**src/rtl/dde_cap_pkg.sv**
```systemverilog
`timescale 1ns/1ps
package dde_cap_pkg;
  typedef struct packed {
    logic hs;
    logic vs;
    logic de;
  } vctl_t;
endpackage

```
**src/rtl/dde_rst_sync.sv**
```systemverilog
`timescale 1ns/1ps
module dde_rst_sync #(
  parameter int STAGES = 2
) (
  input  logic clk,
  input  logic rst_n,
  output logic rst_q
);
  logic [STAGES-1:0] sync_q;
  logic [STAGES-1:0] sync_d;

  always_comb begin
    sync_d = {sync_q[STAGES-2:0], 1'b1};
  end

  always_ff @(posedge clk or negedge rst_n) begin
    if (!rst_n) sync_q <= '0;
    else        sync_q <= sync_d;
  end

  assign rst_q = sync_q[STAGES-1];
endmodule

```
**src/rtl/dde_edge_capture.sv**
```systemverilog
`timescale 1ns/1ps
module dde_edge_capture
  import dde_cap_pkg::*;
#(
  parameter int HALF_W = 12,
  localparam int WIDE_W = 2 * HALF_W
) (
  input  logic              clk,
  input  logic              rst_n,
  input  logic [WIDE_W-1:0] din,
  input  vctl_t             ctl_in,
  output logic [WIDE_W-1:0] rise_data,
  output vctl_t             rise_ctl,
  output logic [HALF_W-1:0] fall_data,
  output vctl_t             fall_ctl,
  output logic [HALF_W-1:0] held_data,
  output vctl_t             held_ctl
);
  logic [WIDE_W-1:0] rise_data_d;
  vctl_t             rise_ctl_d;
  logic [HALF_W-1:0] fall_data_d;
  vctl_t             fall_ctl_d;
  logic [HALF_W-1:0] held_data_d;
  vctl_t             held_ctl_d;

  always_comb begin
    rise_data_d = din;
    rise_ctl_d  = ctl_in;
    fall_data_d = din[HALF_W-1:0];
    fall_ctl_d  = ctl_in;
    held_data_d = fall_data;
    held_ctl_d  = fall_ctl;
  end

  // rising-edge capture, plus a copy of the preceding falling-edge half
  always_ff @(posedge clk or negedge rst_n) begin
    if (!rst_n) begin
      rise_data <= '0;
      rise_ctl  <= '0;
      held_data <= '0;
      held_ctl  <= '0;
    end else begin
      rise_data <= rise_data_d;
      rise_ctl  <= rise_ctl_d;
      held_data <= held_data_d;
      held_ctl  <= held_ctl_d;
    end
  end

  // falling-edge capture of the lower half of the bus
  always_ff @(negedge clk or negedge rst_n) begin
    if (!rst_n) begin
      fall_data <= '0;
      fall_ctl  <= '0;
    end else begin
      fall_data <= fall_data_d;
      fall_ctl  <= fall_ctl_d;
    end
  end
endmodule

```
**src/rtl/dde_pixel_merge.sv**
```systemverilog
`timescale 1ns/1ps
module dde_pixel_merge
  import dde_cap_pkg::*;
#(
  parameter int COMP_W = 8,
  localparam int HALF_W = (3 * COMP_W) / 2,
  localparam int WIDE_W = 2 * HALF_W,
  localparam int G_LO   = HALF_W - COMP_W,
  localparam int G_HI   = COMP_W - G_LO
) (
  input  logic              wide_mode,
  input  logic              first_on_fall,
  input  logic [WIDE_W-1:0] rise_data,
  input  vctl_t             rise_ctl,
  input  logic [HALF_W-1:0] fall_data,
  input  vctl_t             fall_ctl,
  input  logic [HALF_W-1:0] held_data,
  input  vctl_t             held_ctl,
  output logic [WIDE_W-1:0] pix_d,
  output vctl_t             ctl_d
);
  logic [HALF_W-1:0] first_h;
  logic [HALF_W-1:0] second_h;
  vctl_t             first_c;
  logic [WIDE_W-1:0] split_pix;

  always_comb begin
    if (first_on_fall) begin
      first_h  = held_data;
      first_c  = held_ctl;
      second_h = rise_data[HALF_W-1:0];
    end else begin
      first_h  = rise_data[HALF_W-1:0];
      first_c  = rise_ctl;
      second_h = fall_data;
    end
  end

  // fall_ctl is only needed one cycle later through held_ctl
  logic unused_fall_ctl;
  assign unused_fall_ctl = ^fall_ctl;

  always_comb begin
    split_pix = {second_h[HALF_W-1:G_HI],
                 second_h[G_HI-1:0],
                 first_h[HALF_W-1:COMP_W],
                 first_h[COMP_W-1:0]};
  end

  always_comb begin
    if (wide_mode) begin
      ctl_d = rise_ctl;
      pix_d = rise_data;
    end else begin
      ctl_d = first_c;
      pix_d = split_pix;
    end
    if (!ctl_d.de) pix_d = '0;
  end
endmodule

```
**src/rtl/dde_out_stage.sv**
```systemverilog
`timescale 1ns/1ps
module dde_out_stage
  import dde_cap_pkg::*;
#(
  parameter int PIX_W = 24
) (
  input  logic             clk,
  input  logic             rst_n,
  input  logic [PIX_W-1:0] pix_d,
  input  vctl_t            ctl_d,
  output logic [PIX_W-1:0] pix_q,
  output vctl_t            ctl_q
);
  always_ff @(posedge clk or negedge rst_n) begin
    if (!rst_n) begin
      pix_q <= '0;
      ctl_q <= '0;
    end else begin
      pix_q <= pix_d;
      ctl_q <= ctl_d;
    end
  end
endmodule

```
**src/rtl/dde_pixel_capture.sv**
```systemverilog
`timescale 1ns/1ps
module dde_pixel_capture
  import dde_cap_pkg::*;
#(
  parameter int COMP_W = 8,
  localparam int HALF_W = (3 * COMP_W) / 2,
  localparam int PIX_W  = 2 * HALF_W
) (
  input  logic             clk,
  input  logic             rst_n,
  input  logic             wide_mode,
  input  logic             first_on_fall,
  input  logic [PIX_W-1:0] din,
  input  logic             hsync_in,
  input  logic             vsync_in,
  input  logic             de_in,
  output logic [PIX_W-1:0] pix_out,
  output logic             hsync_out,
  output logic             vsync_out,
  output logic             de_out
);
  logic              rst_q;
  vctl_t             ctl_in;
  logic [PIX_W-1:0]  rise_data;
  vctl_t             rise_ctl;
  logic [HALF_W-1:0] fall_data;
  vctl_t             fall_ctl;
  logic [HALF_W-1:0] held_data;
  vctl_t             held_ctl;
  logic [PIX_W-1:0]  pix_d;
  vctl_t             ctl_d;
  vctl_t             ctl_q;

  assign ctl_in = '{hs: hsync_in, vs: vsync_in, de: de_in};

  dde_rst_sync #(.STAGES(2)) u_rst (
    .clk   (clk),
    .rst_n (rst_n),
    .rst_q (rst_q)
  );

  dde_edge_capture #(.HALF_W(HALF_W)) u_cap (
    .clk       (clk),
    .rst_n     (rst_q),
    .din       (din),
    .ctl_in    (ctl_in),
    .rise_data (rise_data),
    .rise_ctl  (rise_ctl),
    .fall_data (fall_data),
    .fall_ctl  (fall_ctl),
    .held_data (held_data),
    .held_ctl  (held_ctl)
  );

  dde_pixel_merge #(.COMP_W(COMP_W)) u_merge (
    .wide_mode     (wide_mode),
    .first_on_fall (first_on_fall),
    .rise_data     (rise_data),
    .rise_ctl      (rise_ctl),
    .fall_data     (fall_data),
    .fall_ctl      (fall_ctl),
    .held_data     (held_data),
    .held_ctl      (held_ctl),
    .pix_d         (pix_d),
    .ctl_d         (ctl_d)
  );

  dde_out_stage #(.PIX_W(PIX_W)) u_out (
    .clk   (clk),
    .rst_n (rst_q),
    .pix_d (pix_d),
    .ctl_d (ctl_d),
    .pix_q (pix_out),
    .ctl_q (ctl_q)
  );

  assign hsync_out = ctl_q.hs;
  assign vsync_out = ctl_q.vs;
  assign de_out    = ctl_q.de;
endmodule

```
**config.mk**
```make
export PLATFORM = sky130hd
export DESIGN_NAME = dde_pixel_capture
export DESIGN_NICKNAME = d
export VERILOG_FILES = /design/src/rtl/dde_cap_pkg.sv /design/src/rtl/dde_rst_sync.sv /design/src/rtl/dde_edge_capture.sv /design/src/rtl/dde_pixel_merge.sv /design/src/rtl/dde_out_stage.sv /design/src/rtl/dde_pixel_capture.sv
export SDC_FILE = /design/constraint.sdc
export NUM_CORES = 1
export LEC_CHECK = 0
export BUFFER_PORTS_ARGS = -buffer_cell sky130_fd_sc_hd__buf_2
export CORE_MARGIN = 5
export CORE_UTILIZATION = 45
export DETAILED_ROUTE_END_ITERATION = 8
export GPL_TIMING_DRIVEN = 1
export PLACE_DENSITY = 0.69
export SYNTH_ARGS = -nofsm -noshare
export SYNTH_HDL_FRONTEND = slang
export SYNTH_SLANG_ARGS = --single-unit
```
**constraint.sdc**
```tcl
create_clock -name clk -period 6.47 [get_ports clk]
set_input_delay 0.647 -clock clk [delete_from_list [all_inputs] [get_ports clk]]
set_output_delay 0.647 -clock clk [all_outputs]
set_load 0.1 [all_outputs]
```
==> results of run 1 <==
-- synth_stat cells --
cell type	n	share of area, %
dfrtp_1	71	64
nand2_1	30	4.1
dfrtn_1	15	14
mux2_2	12	4.9
mux2i_1	12	4.4
nor2_1	12	1.6
a21oi_2	7	2.2
a21oi_1	5	0.91
buf_2	5	0.91
buf_6	3	1.2
conb_1	1	0.14
inv_1	1	0.14
mux2i_4	1	0.82
nand2b_1	1	0.23
nor2b_2	1	0.32
-- flip-flops by register name, indices dropped and copies added, names as in the netlist --
register         cells
u_rst.sync_q         2
u_cap.held_data     12
u_cap.fall_data     12
u_cap.fall_ctl       3
u_cap.held_ctl       3
u_cap.rise_ctl       3
u_cap.rise_data     24
u_out.pix_q         24
u_out.ctl_q          3
-- layer usage --
metal,vias to the layer above,track usage (%),wire [um]
met1,723,15.70,1854
li1,689,-,-
met3,11,2.886,224
met4,0,8.242,127
met5,-,0,0
met2,35,21.41,2301
-- power by group through the flow --
stage,combinational [mW],sequential (mW),clock [mW]
after floorplan,0.0347,0.695,0
after global placement,0.163,0.599,0
after detailed placement,0.164,0.600,0
after CTS,0.164,0.590,0.354
after global routing,0.170,0.595,0.378
final,0.162,0.589,0.349
-- final cells by class --
cell class / count / area (um2)
sequential: 86 / 2156
fill: 483 / 2651
clock buffer: 16 / 190.2
timing repair buffer: 57 / 285.3
tap: 75 / 93.84
multi-input combinational: 82 / 540.5
inverter: 1 / 3.754
-- stage by stage --
stage | hold WS [ns] | worst slack, ns | instance area (um2) | power [mW]
after floorplan | 0.3312 | 0.7841 | 2755 | 0.7297
after global placement | 0.3379 | 2.123 | 3079 | 0.7621
after detailed placement | 0.3365 | 2.099 | 3079 | 0.7643
after CTS | 0.05799 | 2.079 | 3269 | 1.109
after global routing | 0.05533 | 1.877 | 3269 | 1.142
final | 0.07305 | 2.154 | 3269 | 1.100
-- kinds of logic (layout without fill, tap and decap cells) --
logic type / Yosys count / count (layout)
AOI/OAI and AO/OA: 12 / 12
other: 1 / 1
buffers and inverters: 9 / 74
and+or+nand+nor: 44 / 44
muxes: 25 / 25
DFF: 86 / 86
-- worst min-delay path by stage --
stage,startpoint,to,cells past startpoint
finish,rst_n,u_rst.sync_q[1]$_DFF_PN0_,1
floorplan,u_rst.sync_q[0]$_DFF_PN0_,u_rst.sync_q[1]$_DFF_PN0_,0
CTS,rst_n,u_rst.sync_q[1]$_DFF_PN0_,1
global placement,u_rst.sync_q[0]$_DFF_PN0_,u_rst.sync_q[1]$_DFF_PN0_,0
detailed placement,u_rst.sync_q[0]$_DFF_PN0_,u_rst.sync_q[1]$_DFF_PN0_,0
global route,rst_n,u_rst.sync_q[1]$_DFF_PN0_,1
==> results.json, run 1 <==
{
  "pwr-share-seq_pct": 53.5,
  "dieArea_um2": 7787,
  "arrival_ns": 1.47,
  "numCtsBuffers": 9,
  "first_iter_violations": 71,
  "grt_pass1_wl_um": 7383,
  "p_sw_mw": 0.3165,
  "cts_tree": "built",
  "ys_types": 15,
  "final_util_pct": 55.22,
  "crit_end": "u_cap.fall_data[5]$_DFF_NN0_",
  "fin_setup_tns_ns": 0,
  "drv_slew": 0,
  "final_layout_size_suffix_gt1_share_pct": 38.02,
  "ios": 58,
  "clockPowerShare_pct": 31.8,
  "start_util_pct": 46.53,
  "synth_top_family_by_area": "multiplexers",
  "r2r_setup_slack_ns": 2.15,
  "port_buffers": 57,
  "vias": 1458,
  "post_cts_buffers": 0,
  "synth_mux_area_share_pct": 10.08,
  "reg2reg_from": "u_rst.sync_q[1]$_DFF_PN0_",
  "final_cell_mix": "70 x dfrtp_1, 57 x buf_2, 30 x nand2_1",
  "skew_ns": 0.01712,
  "overflow": 0,
  "internal-power_mw": 0.7838,
  "p_comb_share_pct": 14.7,
  "synthAdderAreaFrac_pct": 0,
  "syn_to_final_growth_pct": 18.67,
  "cts-root-buf": "clkbuf_8",
  "synth_compound_area_share_pct": 3.134,
  "coreArea_um2": 5921,
  "crit_type": "reg2async",
  "clk_latency_ns": 0.34,
  "synth-simple-area-share_pct": 6.267,
  "dpl.cell_count": 301,
  "yosysWarnings": 0,
  "synth_seq_cells": 86,
  "routed_wl_um": 4508,
  "row_count": 28,
  "startpoint_type": "flop",
  "cp-end-kind": "asynchronous set/reset pin",
  "synth.avg_cell_area_um2": 15.57,
  "gp_congestion": 0.6979,
  "wl_per_cell_um": 14.22,
  "reg2regPathDepth": 0,
  "finalHoldViolCount": 0,
  "cts_resized": 0,
  "drv_cap": 0,
  "rsz0062_at_grt": "no",
  "antenna_cells": 0,
  "die_w_um": 88.25,
  "syn_area_um2": 2755,
  "crit_path_max_fanout": 84,
  "power.density_nw_per_um2": 336.6,
  "antenna_left": 0,
  "maxSlewHeadroom_pct": 32.27,
  "power_leakage_nw": 1.623,
  "swShare_pct": 28.77,
  "nNetsFinal": 268,
  "cp-startpoint": "u_rst.sync_q[1]$_DFF_PN0_",
  "final_common_cell": "dfrtp_1",
  "setup_violations": 0,
  "vias_per_cell": 4.599,
  "grt_pass1_vias": 1513,
  "crit_required_ns": 3.63,
  "clkTransAtPathRegs_ns": 0.08,
  "final_cells": 317,
  "worstMarginPinSlew_ns": 1.016,
  "r2r-end": "u_cap.fall_data[5]$_DFF_NN0_",
  "htreeDepth": 3,
  "hold_class": "in2async",
  "status": "finished, final reports clean",
  "grt_use_total_pct": 13.07,
  "die_h_um": 88.25,
  "antenna_found_initial": 0,
  "grt_max_degree": 85,
  "cp.depth": 0,
  "yosysSeqAreaShare_pct": 78.11,
  "dr.pass1.iters": 2,
  "syn-instance-count": 177,
  "clockBufferDepth": 2,
  "hpwlAfterDp_um": 2792,
  "clock_sinks": 86,
  "peakVddDrop_mv": 0.1303,
  "cts_hold_buffers": 0,
  "drc": 0,
  "synthesis.nets": 208,
  "yosys.area_share.xor_xnor_pct": 0
}
Note: power is estimated with default switching activity, not from simulation.
==> run 2: changes to the inputs <==
Settings changed: PLACE_DENSITY 0.69 to 0.71.
Clock period 6.47 ns to 3.5 ns, I/O delays scaled along.
==> run 2 against run 1 <==
Global-route usage rose by 0.67 points. Largest cell class unchanged. Non-clock buffer count grew 6. Worst setup slack lost 1.3 ns. Flip-flop and latch count did not move. Register-to-register slack worse by 1.3 ns. Utilization grew 1.6 points. Combinational power rose by 96%.
==> results.json, run 2 (synthesized netlist as in run 1, its figures left out) <==
{
  "status": "finished, final reports clean",
  "wl_met3_um": 313,
  "crit_required_ns": 3.70,
  "drc": 0,
  "nNetsFinal": 274,
  "startpoint_type": "flop",
  "final_cell_mix": "70 x dfrtp_1, 57 x buf_2, 30 x nand2_1",
  "ios": 58,
  "cts_resized": 0,
  "min_to": "u_cap.rise_data[23]$_DFF_PN0_",
  "wl_per_cell_um": 14.48,
  "clock_sinks": 86,
  "crit_path_max_fanout": 2,
  "p_sw_mw": 0.6106,
  "clkTransAtPathRegs_ns": 0.09,
  "final_common_cell": "dfrtp_1",
  "grt_use_total_pct": 13.74,
  "htreeDepth": 3,
  "port_buffers": 57,
  "swShare_pct": 28.39,
  "setup_violations": 0,
  "cts-root-buf": "clkbuf_8",
  "r2r-end": "u_out.pix_q[12]$_DFF_PN0_",
  "vias_per_cell": 4.545,
  "worstHoldPathCells": 1,
  "fin_hold_ws_ns": 0.1142,
  "grt_pass1_vias": 1574,
  "clockPowerShare_pct": 35.2,
  "crit_type": "reg2reg",
  "rsz0062_at_grt": "no",
  "hpwlAfterDp_um": 3045,
  "die_w_um": 88.25,
  "reg2reg_from": "u_cap.fall_data[0]$_DFF_NN0_",
  "dr.pass1.iters": 3,
  "drv_cap": 0,
  "numCtsBuffers": 9,
  "peakVddDrop_mv": 0.2839,
  "cp-end-kind": "flop",
  "drv_slew": 0,
  "coreArea_um2": 5921,
  "first_iter_violations": 53,
  "arrival_ns": 2.88,
  "vias": 1468,
  "maxSlewHeadroom_pct": 36.95,
  "worstMarginPinSlew_ns": 0.9260,
  "die_h_um": 88.25,
  "final_layout_size_suffix_gt1_share_pct": 39.92,
  "routed_wl_um": 4678,
  "antenna_found_initial": 1,
  "wl_met1_um": 1912,
  "top_regs": "u_cap.rise_data x24, u_out.pix_q x24",
  "internal-power_mw": 1.540,
  "gp_congestion": 0.6506,
  "antenna_cells": 0,
  "row_count": 28,
  "final_util_pct": 56.80,
  "overflow": 0,
  "skew_ns": 0.02292,
  "dieArea_um2": 7787,
  "antenna_left": 0,
  "reg2regPathDepth": 3,
  "route.met2.wl_um": 2368,
  "fin_setup_tns_ns": 0,
  "start_util_pct": 46.53,
  "top_layer": "met5",
  "grt_pass1_wl_um": 7728,
  "r2r_setup_slack_ns": 0.82,
  "p_comb_share_pct": 14.8,
  "power_leakage_nw": 1.673,
  "grt_max_degree": 31,
  "clk_latency_ns": 0.34,
  "hold_class": "in2reg",
  "power.density_nw_per_um2": 639.6,
  "cts_tree": "built",
  "finalHoldViolCount": 0,
  "min_from": "din[23]",
  "syn_to_final_growth_pct": 22.07,
  "pwr-share-seq_pct": 50.1,
  "clockBufferDepth": 2
}
run 2: what timing repair did:
| item | CTS | global route |
|---|---|---|
| buffers inserted | 0 | 0 |
| endpoints found under the hold margin | 2 | 0 |
| hold buffers | 1 | 0 |
run 2: critical path, stage by stage, from the launching register on:
cell     delay, ns
dfrtn_1       0.34
mux2_2        0.26
mux2i_1       0.13
nor2_1        0.06
run 2: per-stage QoR:
stage	instances	setup slack, ns	power, mW	area [um2]
final	323	0.8206	2.151	3363
after detailed placement	306	0.8071	1.420	3129
after floorplan	177	0.3943	1.349	2756
after global routing	323	0.7533	2.247	3363
after CTS	323	0.8196	2.174	3363
after global placement	306	0.8310	1.415	3129
run 2: area by class of cell:
type	instances	area [um2]
Fill cell	494	2557
Sequential cell	86	2156
Multi-Input combinational cell	82	540.5
Timing Repair Buffer	63	345.3
Clock buffer	11	141.4
Tap cell	75	93.84
Clock inverter	5	82.58
Inverter	1	3.754
run 2: power groups by stage:
stage          sequential [mW]  clock, mW  combinational, mW
6_report                  1.08      0.756              0.318
3_3_place_gp              1.10          0              0.319
4_1_cts                   1.08      0.773              0.323
2_1_floorplan             1.28          0             0.0641
3_5_place_dp              1.10          0              0.322
5_1_grt                   1.09      0.825              0.336
run 2: how the worst max path moves through the flow:
stage / start / to / slack, ns / depth (start not counted)
3_5_place_dp: u_cap.fall_data[1]$_DFF_NN0_ / u_out.pix_q[13]$_DFF_PN0_ / 0.81 / 3
5_1_grt: u_cap.fall_data[3]$_DFF_NN0_ / u_out.pix_q[15]$_DFF_PN0_ / 0.75 / 3
3_3_place_gp: u_cap.fall_data[5]$_DFF_NN0_ / u_out.pix_q[17]$_DFF_PN0_ / 0.83 / 3
6_report: u_cap.fall_data[0]$_DFF_NN0_ / u_out.pix_q[12]$_DFF_PN0_ / 0.82 / 3
2_1_floorplan: u_rst.sync_q[1]$_DFF_PN0_ / u_cap.fall_ctl[0]$_DFF_NN0_ / 0.39 / 0
4_1_cts: u_cap.fall_data[1]$_DFF_NN0_ / u_out.pix_q[13]$_DFF_PN0_ / 0.82 / 3
run 2: layer usage:
metal	vias up	GRT usage (%)
met5	-	0
met3	10	4.376
met2	42	22.03
met4	2	7.418
met1	717	16.61
li1	697	-
==> run 3: changes to the inputs <==
Settings changed: ABC_AREA set to 1.
Clock period 3.5 ns to 2.25 ns, I/O delays scaled along.
==> run 3 against run 2 <==
Global-route usage grew 1.3 points. Final area grew 11%. Clock skew shrank 0.0047 ns. Synthesized cell count grew 39%. Sequential share of layout area shrank 6.4 points. Final cell count grew 30%. Flip-flop and latch count is the same. Sequential power grew 55%. Register-to-register slack lost 0.47 ns. Total power grew 57%. Via count grew 29%. Utilization grew 2.7 points.
==> results.json, run 3 <==
{
  "clk_latency_ns": 0.34,
  "dr.pass1.iters": 4,
  "power_leakage_nw": 1.981,
  "vias_per_cell": 4.527,
  "syn-instance-count": 246,
  "yosysWarnings": 0,
  "antenna_left": 0,
  "clkTransAtPathRegs_ns": 0.08,
  "synth_common_cells": "79 x nand2_1, 71 x dfrtp_1, 27 x nand3_1, 15 x dfrtn_1",
  "post-place-ws_ns": 0.3514,
  "start_util_pct": 45.51,
  "overflow": 0,
  "maxSlewHeadroom_pct": 64.56,
  "final_cell_mix": "79 x nand2_1, 70 x dfrtp_1, 57 x buf_2",
  "synth-edff-count": 0,
  "syn_area_um2": 2856,
  "routed_wl_um": 5474,
  "crit_type": "reg2reg",
  "synthArstFlopShare_pct": 100.0,
  "crit_path_max_fanout": 2,
  "numCtsBuffers": 9,
  "coreArea_um2": 6277,
  "netlist_top_cells_area": "dfrtp_1 62%, dfrtn_1 13%, nand2_1 10%",
  "clock_sinks": 86,
  "synth_top_family_by_area": "simple AND/OR/NAND/NOR gates",
  "cp-end-kind": "flop",
  "yosys.area_share.xor_xnor_pct": 0,
  "vias": 1897,
  "finalHoldViolCount": 0,
  "cts-root-buf": "clkbuf_8",
  "setup_ws_ns": 0.3549,
  "min_from": "din[8]",
  "ff_latch_area_um2": 2156,
  "setup_violations": 0,
  "synthesis.nets": 277,
  "min_to": "u_cap.rise_data[8]$_DFF_PN0_",
  "die_w_um": 89.67,
  "clockBufferDepth": 2,
  "ys.flop_type": "dfrtp_1",
  "antenna_found_initial": 0,
  "synth.avg_cell_area_um2": 11.61,
  "cts_tree": "built",
  "startpoint_type": "flop",
  "arrival_ns": 2.15,
  "final_common_cell": "nand2_1",
  "hpwlAfterDp_um": 3490,
  "power_mw": 3.372,
  "multiInputGateArea_um2": 575.6,
  "port_buffers": 57,
  "r2r_setup_slack_ns": 0.35,
  "drv_slew": 0,
  "grt_max_degree": 31,
  "rsz0062_at_grt": "no",
  "fin_setup_tns_ns": 0,
  "nNetsFinal": 368,
  "status": "finished, final reports clean",
  "final_layout_size_suffix_gt1_share_pct": 30.70,
  "top_regs": "u_cap.rise_data x24, u_out.pix_q x24",
  "ys_types": 15,
  "r2r-end": "u_out.pix_q[20]$_DFF_PN0_",
  "synth_top_area_share_pct": 62.20,
  "fillCellCount": 517,
  "dieArea_um2": 8041,
  "reg2regPathDepth": 4,
  "synth_seq_cells": 86,
  "peakVddDrop_mv": 0.4105,
  "yosysMostFrequentCell": "nand2_1",
  "post-synth-top-area-cell": "dfrtp_1",
  "row_count": 29,
  "first_iter_violations": 82,
  "yosysSeqAreaShare_pct": 75.34,
  "reg2reg_from": "u_cap.fall_data[8]$_DFF_NN0_",
  "grt_pass1_vias": 1845,
  "crit_required_ns": 2.51,
  "die_h_um": 89.67,
  "worstMarginPinSlew_ns": 0.5302,
  "synth_mux_area_share_pct": 0,
  "synthAdderAreaFrac_pct": 0,
  "synth_compound_area_share_pct": 0,
  "antenna_cells": 0,
  "post_cts_buffers": 0,
  "drv_cap": 0,
  "synth-simple-area-share_pct": 20.02,
  "drc": 0,
  "wl_per_cell_um": 13.06,
  "power.density_nw_per_um2": 902.5,
  "ios": 58,
  "htreeDepth": 3,
  "grt_use_total_pct": 15.06,
  "gp_congestion": 0.7376,
  "syn_to_final_growth_pct": 30.79,
  "grt_pass1_wl_um": 8783,
  "worstHoldPathCells": 1,
  "skew_ns": 0.01820,
  "hold_class": "in2reg"
}
## run 3: changes by cell type in the layout (fill, tap and decap cells not counted), moves of 12 or more
cell,delta
dlygate4sd3_1,+26
mux2i_1,-12
mux2_2,-12
or2_2,+12
nand2_1,+49
nand3_1,+27
## run 3: worst max path at each step
stage / start / endpoint / slack (ns) / depth (start not counted)
6_report: u_cap.fall_data[8]$_DFF_NN0_ / u_out.pix_q[20]$_DFF_PN0_ / 0.35 / 4
5_1_grt: u_cap.fall_data[2]$_DFF_NN0_ / u_out.pix_q[14]$_DFF_PN0_ / 0.25 / 4
4_1_cts: u_cap.fall_data[0]$_DFF_NN0_ / u_out.pix_q[12]$_DFF_PN0_ / 0.36 / 4
3_5_place_dp: u_cap.fall_data[4]$_DFF_NN0_ / u_out.pix_q[16]$_DFF_PN0_ / 0.35 / 4
3_3_place_gp: u_cap.fall_data[10]$_DFF_NN0_ / u_out.pix_q[22]$_DFF_PN0_ / 0.37 / 4
2_1_floorplan: u_rst.sync_q[1]$_DFF_PN0_ / u_cap.fall_ctl[0]$_DFF_NN0_ / 0.25 / 0
## run 3: layer usage
layer  track usage [%]  vias to the layer above  routed length [um]
met5                 0                        -                   0
met4             7.172                        0                 120
li1                  -                      929                   -
met3             4.471                        9                 243
met1             18.34                      923                2241
met2             24.60                       36                2869
## run 3: metrics by stage
step | cells | cell area (um2) | util (%) | hold WS [ns]
2_1_floorplan | 246 | 2860 | - | -0.07059
3_3_place_gp | 376 | 3247 | 51.72 | 0.01182
3_5_place_dp | 376 | 3247 | 51.72 | 0.01310
4_1_cts | 418 | 3726 | 59.36 | 0.0006126
5_1_grt | 419 | 3736 | 59.52 | 0.002874
6_report | 419 | 3736 | 59.52 | 0.01904
## run 3: kinds of logic (layout without fill, tap and decap cells)
family / Yosys count / count (layout)
buffers and inverters: 26 / 122
other: 1 / 1
and+or+nand+nor: 133 / 133
DFF: 86 / 86
## run 3: power by group
group          total, mW  switching, mW  leakage (nW)  internal [mW]
combinational      0.569          0.440         0.845          0.129
clock               1.13          0.524         0.105          0.606
sequential          1.67         0.0340          1.03           1.64
total               3.37          0.998          1.98           2.37
## run 3: worst max-delay path, cell delays in order, from the launching register on
cell,delay (ns)
dfrtn_1,0.41
nand2_1,0.05
nand3_1,0.08
nand2_1,0.05
nor2_1,0.10
## run 3: what timing repair did
action / 4_1_cts / 5_1_grt
endpoints found under the hold margin: 27 / 1
endpoints found under the setup margin: 0 / 0
hold buffers: 26 / 1
resized for setup: 0 / 0
## run 3: final cells by class
| class | count | share of cell area, % |
|---|---|---|
| Multi-Input combinational cell | 134 | 15.41 |
| Tap cell | 77 | 2.579 |
| Clock buffer | 12 | 4.421 |
| Sequential cell | 86 | 57.70 |
| Clock inverter | 4 | 1.440 |
| Inverter | 15 | 1.507 |
| Timing Repair Buffer | 91 | 16.95 |
